### config.mk
export PLATFORM = sky130hd
export DESIGN_NAME = vend_ctrl
export DESIGN_NICKNAME = d
export VERILOG_FILES = /design/src/rtl/vend_pkg.sv /design/src/rtl/vend_next.sv /design/src/rtl/vend_state_reg.sv /design/src/rtl/vend_release.sv /design/src/rtl/vend_ctrl.sv
export SDC_FILE = /design/constraint.sdc
export NUM_CORES = 1
export LEC_CHECK = 0
export CAP_MARGIN = 20
export CORE_AREA = 5 5 42 44
export CTS_CLUSTER_DIAMETER = 150
export DETAILED_ROUTE_END_ITERATION = 10
export DIE_AREA = 0 0 47 49
export GPL_TIMING_DRIVEN = 0
export SETUP_SLACK_MARGIN = 0.02
export SLEW_MARGIN = 20
export SYNTH_ARGS = -nofsm -noshare
export SYNTH_HDL_FRONTEND = slang
export SYNTH_SLANG_ARGS = --single-unit
export TNS_END_PERCENT = 1
### constraint.sdc
create_clock -name clk -period 0.8 [get_ports clk]
set_input_delay 0.16 -clock clk [delete_from_list [all_inputs] [get_ports clk]]
set_output_delay 0.16 -clock clk [all_outputs]
set_load 0.005 [all_outputs]
### src/rtl/vend_pkg.sv
package vend_pkg;
    localparam int NUM_STATES = 4;
    localparam int ENC_BITS   = $clog2(NUM_STATES);

    typedef enum logic [ENC_BITS-1:0] {
        CR_ZERO = 2'b00,
        CR_FIVE = 2'b01,
        CR_TEN  = 2'b10,
        CR_FULL = 2'b11
    } credit_e;
endpackage

### src/rtl/vend_next.sv
module vend_next
    import vend_pkg::*;
(
    input  credit_e cur,
    input  logic    nickel,
    input  logic    dime,
    output credit_e nxt
);
    logic dime_eff;
    logic nick_eff;

    // Both strobes together count as one dime.
    assign dime_eff = dime;
    assign nick_eff = nickel & ~dime;

    always_comb begin
        nxt = cur;
        unique case (cur)
            CR_ZERO: begin
                if (dime_eff)      nxt = CR_TEN;
                else if (nick_eff) nxt = CR_FIVE;
            end
            CR_FIVE: begin
                if (dime_eff)      nxt = CR_FULL;
                else if (nick_eff) nxt = CR_TEN;
            end
            CR_TEN: begin
                if (dime_eff | nick_eff) nxt = CR_FULL;
            end
            CR_FULL: nxt = CR_FULL;
            default: nxt = CR_ZERO;
        endcase
    end
endmodule

### src/rtl/vend_state_reg.sv
module vend_state_reg
    import vend_pkg::*;
#(
    parameter bit ONE_HOT = 1'b0
) (
    input  logic    clk,
    input  logic    rst,
    input  credit_e d,
    output credit_e q
);
    generate
        if (ONE_HOT) begin : g_onehot
            logic [NUM_STATES-1:0] hot_q;
            logic [NUM_STATES-1:0] hot_d;

            always_comb begin
                hot_d = '0;
                hot_d[d] = 1'b1;
            end

            always_ff @(posedge clk) begin
                if (rst) hot_q <= NUM_STATES'(1);
                else     hot_q <= hot_d;
            end

            always_comb begin
                q = CR_ZERO;
                unique case (1'b1)
                    hot_q[0]: q = CR_ZERO;
                    hot_q[1]: q = CR_FIVE;
                    hot_q[2]: q = CR_TEN;
                    hot_q[3]: q = CR_FULL;
                    default:  q = CR_ZERO;
                endcase
            end

            p_single_hot_r9: assert property (@(posedge clk) disable iff (rst)
                $countones(hot_q) == 1)
                else $error("one-hot state register lost its single bit");
        end else begin : g_binary
            logic [ENC_BITS-1:0] bin_q;

            always_ff @(posedge clk) begin
                if (rst) bin_q <= CR_ZERO;
                else     bin_q <= d;
            end

            assign q = credit_e'(bin_q);
        end
    endgenerate
endmodule

### src/rtl/vend_release.sv
module vend_release
    import vend_pkg::*;
#(
    parameter bit MEALY_OUT = 1'b0
) (
    input  credit_e cur,
    input  logic    nickel,
    input  logic    dime,
    output logic    open_o
);
    generate
        if (MEALY_OUT) begin : g_mealy
            always_comb begin
                open_o = 1'b0;
                unique case (cur)
                    CR_ZERO: open_o = 1'b0;
                    CR_FIVE: open_o = dime;
                    CR_TEN:  open_o = nickel | dime;
                    CR_FULL: open_o = 1'b1;
                    default: open_o = 1'b0;
                endcase
            end
        end else begin : g_moore
            always_comb begin
                open_o = 1'b0;
                unique case (cur)
                    CR_FULL: open_o = 1'b1;
                    default: open_o = 1'b0;
                endcase
            end
        end
    endgenerate
endmodule

### src/rtl/vend_ctrl.sv
module vend_ctrl
    import vend_pkg::*;
#(
    parameter bit MEALY_OUT = 1'b0,
    parameter bit ONE_HOT   = 1'b0
) (
    input  logic clk,
    input  logic rst,
    input  logic nickel_in,
    input  logic dime_in,
    output logic release_o
);
    credit_e credit_q;
    credit_e credit_d;

    vend_next u_next (
        .cur    (credit_q),
        .nickel (nickel_in),
        .dime   (dime_in),
        .nxt    (credit_d)
    );

    vend_state_reg #(.ONE_HOT(ONE_HOT)) u_state (
        .clk (clk),
        .rst (rst),
        .d   (credit_d),
        .q   (credit_q)
    );

    vend_release #(.MEALY_OUT(MEALY_OUT)) u_release (
        .cur    (credit_q),
        .nickel (nickel_in),
        .dime   (dime_in),
        .open_o (release_o)
    );

    p_reset_zero_r1: assert property (@(posedge clk)
        rst |=> credit_q == CR_ZERO)
        else $error("reset did not clear credit");

    p_nickel_step_r2: assert property (@(posedge clk) disable iff (rst)
        (nickel_in && !dime_in && credit_q == CR_FIVE) |=> credit_q == CR_TEN)
        else $error("nickel from five did not reach ten");

    p_dime_five_r3: assert property (@(posedge clk) disable iff (rst)
        (dime_in && credit_q == CR_FIVE) |=> credit_q == CR_FULL)
        else $error("dime from five did not reach full");

    p_idle_hold_r4: assert property (@(posedge clk) disable iff (rst)
        (!nickel_in && !dime_in) |=> $stable(credit_q))
        else $error("credit moved without a coin");

    p_full_sticky_r5: assert property (@(posedge clk) disable iff (rst)
        credit_q == CR_FULL |=> (credit_q == CR_FULL && release_o))
        else $error("paid state was left without reset");

    p_both_as_dime_r8: assert property (@(posedge clk) disable iff (rst)
        (nickel_in && dime_in && credit_q == CR_ZERO) |=> credit_q == CR_TEN)
        else $error("double strobe not taken as dime");

    generate
        if (MEALY_OUT) begin : g_chk_mealy
            p_mealy_arc_r7: assert property (@(posedge clk) disable iff (rst)
                (credit_q == CR_TEN && (nickel_in || dime_in)) |-> release_o)
                else $error("mealy release missing on completing arc");
        end else begin : g_chk_moore
            p_moore_rise_r6: assert property (@(posedge clk) disable iff (rst)
                $rose(release_o) |-> (credit_q == CR_FULL && $past(credit_q) != CR_FULL))
                else $error("moore release rose outside entry to full");
        end
    endgenerate
endmodule

==> impl_metrics.tcl, run 1 <==
set metrics [dict create \
    crit-reg2reg-launch "u_state.q[1]" \
    drc 0 \
    cp.arrival_ns 0.79 \
    relSlewSlack 0.8485 \
    worst_clock_skew_ns 0.001155 \
    wl_um 272 \
    instances_no_fill 35 \
    ys_seq_area_frac 0.4571 \
    cp-end-kind "output pin" \
    postLayoutCellArea_um2 225.2 \
    grt_start_max_net_pins 5 \
    r2r_slack_ns -0.13 \
    hp-start "nickel_in" \
    grt_pass1_vias 134 \
    routedWlPerCell_um 7.771 \
    cts_num_sinks 2 \
    overflow 0 \
    cts_buffer_depth 2 \
    ys_warn_count 0 \
    numCtsBuffers 3 \
    drv_cap 0 \
    violations "negative setup slack" \
    synth.area.top_cells "dfxtp_1, nor4bb_1, a211oi_1" \
    max_freq_ghz 1.052 \
    globalplace.congestion 0.5828 \
    vias_per_cell 3.086 \
    largest_register_ffs 2 \
    clock_latency_ns 0.22 \
    setup_viol_count_final 2 \
    io_pins 5 \
    grt_pass1_wl_um 420 \
    yosys.area.top_type_share 0.4571 \
    final_hold_viol_count 0 \
    rr_worst_depth 3 \
    clkTransAtPathRegs_ns 0.03 \
    nets 25 \
    ys_types 8 \
    portBuffers 4 \
    start_util 0.06250 \
    n_antenna_cell 0 \
    crit_path_max_fanout 3 \
    whs_ns 0.2785 \
    setup_slack_ns -0.1504 \
    grt_use_total 0.03092 \
    dieArea_um2 2303 \
    placed_cell_area_um2 147.6 \
    rows 14 \
    fin_tns_setup_ns -0.2807 \
    antenna_found_initial 0 \
    htree_levels 1 \
    dr.pass1.iters 1 \
    dieHeight_um 49 \
    hp-class "primary input to flip-flop" \
    postSynthCellCount 9 \
    drive_above_1_share 0.6316 \
    whs_path_depth 3 \
    slew_viol_final 0 \
    syn_to_final_growth_pct 157.1 \
    detail-route-antenna-nets 0 \
    syn_area_per_cell_um2 9.732 \
    syn_area_um2 87.58 \
    cts_tree "yes" \
    status "complete, but fails checks" \
    dp_cells 29 \
    period_share 1.188 \
    cts_hold_buf 0 \
    min_period_ns 0.9504 \
    synth_nets 13 \
    power_density_nw_per_um2 1860 \
    peakVddDrop_mv 0.4983 \
    worstMarginPinSlew_ns 0.2269 \
    detail_route.iter0.violations 0 \
    min_to "u_state.q[1]" \
    fin_util 0.1607 \
    rsz0062_at_grt "yes" \
    die_w_um 47 \
    cts_root_buf "clkbuf_4" \
    worst_setup_path_start_kind "flip-flop" \
    cp_data_required_time_ns 0.64 \
    dp_slack_ns -0.3764 \
    yosysTopAreaCell "dfxtp_1" \
    r2r-end "u_state.q[0]" \
    finalPower_uw 419.0 \
    vias 108 \
    core_area_um2 1401 \
    synth_seq_cells 2 \
    critical_path_class "flip-flop to output pin" \
    power.leakage_nw 0.1031 \
]
power by group:
part / switching, mW / internal, mW
Clock: 0.0574 / 0.166
Sequential: 0.00475 / 0.110
Combinational: 0.0280 / 0.0532
Total: 0.0901 / 0.329
worst max-delay path by stage:
stage / start / to / cells past startpoint
floorplan: u_state.q[1] / u_state.q[0] / 2
global placement: u_state.q[0] / release_o / 2
detailed placement: u_state.q[0] / release_o / 2
CTS: u_state.q[0] / release_o / 2
global route: u_state.q[1] / release_o / 2
finish: u_state.q[1] / release_o / 2
routing by layer:
layer | up-vias | track usage | routed length (um)
li1 | 55 | - | -
met1 | 48 | 0.01965 | 82
met2 | 5 | 0.03620 | 150
met3 | 0 | 0.01476 | 38
met4 | 0 | 0.06912 | 0
met5 | - | 0 | 0
timing repair:
action	in CTS	in global routing
resized for setup	8	6
buffers inserted	2	1
pin swaps	0	1
setup endpoints to repair	3	3
cells in the final DEF, fill, tap and decap left out:
master,count
a211oi_2,1
dlymetal6s2s_1,2
nor4_1,1
dfxtp_2,1
nor3b_1,1
clkdlybuf4s50_1,1
and2_4,1
nor2_1,1
nor3_1,1
dfxtp_4,1
nor4bb_4,1
buf_4,3
buf_6,1
clkbuf_4,3
cells by family after synthesis:
family,count (synthesis),share of synthesized area
flops,2,0.4572
simple gates,6,0.4572
compound gates,1,0.08575
worst max-delay path: stages, from the launching register on:
cell and delay [ns]:
dfxtp_4 0.33, and2_4 0.13, buf_6 0.11
layout make-up:
cell class                 instances  area, um^2
sequential                         2       45.04
tap                               16       20.02
fill                             172        1176
clock buffer                       3       22.52
multi-input combinational          7       68.82
timing repair buffer               7       68.82
Yosys cell counts:
| library cell | number |
|---|---|
| nor3_1 | 1 |
| nor4bb_1 | 1 |
| nor3b_1 | 1 |
| dfxtp_1 | 2 |
| and2_2 | 1 |
| a211oi_1 | 1 |
| nor4_1 | 1 |
| nor2_1 | 1 |
Note: power is estimated with default switching activity, not from simulation.
==> run 2, diff against run 1 <==
HOLD_SLACK_MARGIN = 0.12   (was not set)
==> results of run 2 <==
Final layout, timing and power as in run 1 (identical DEF).
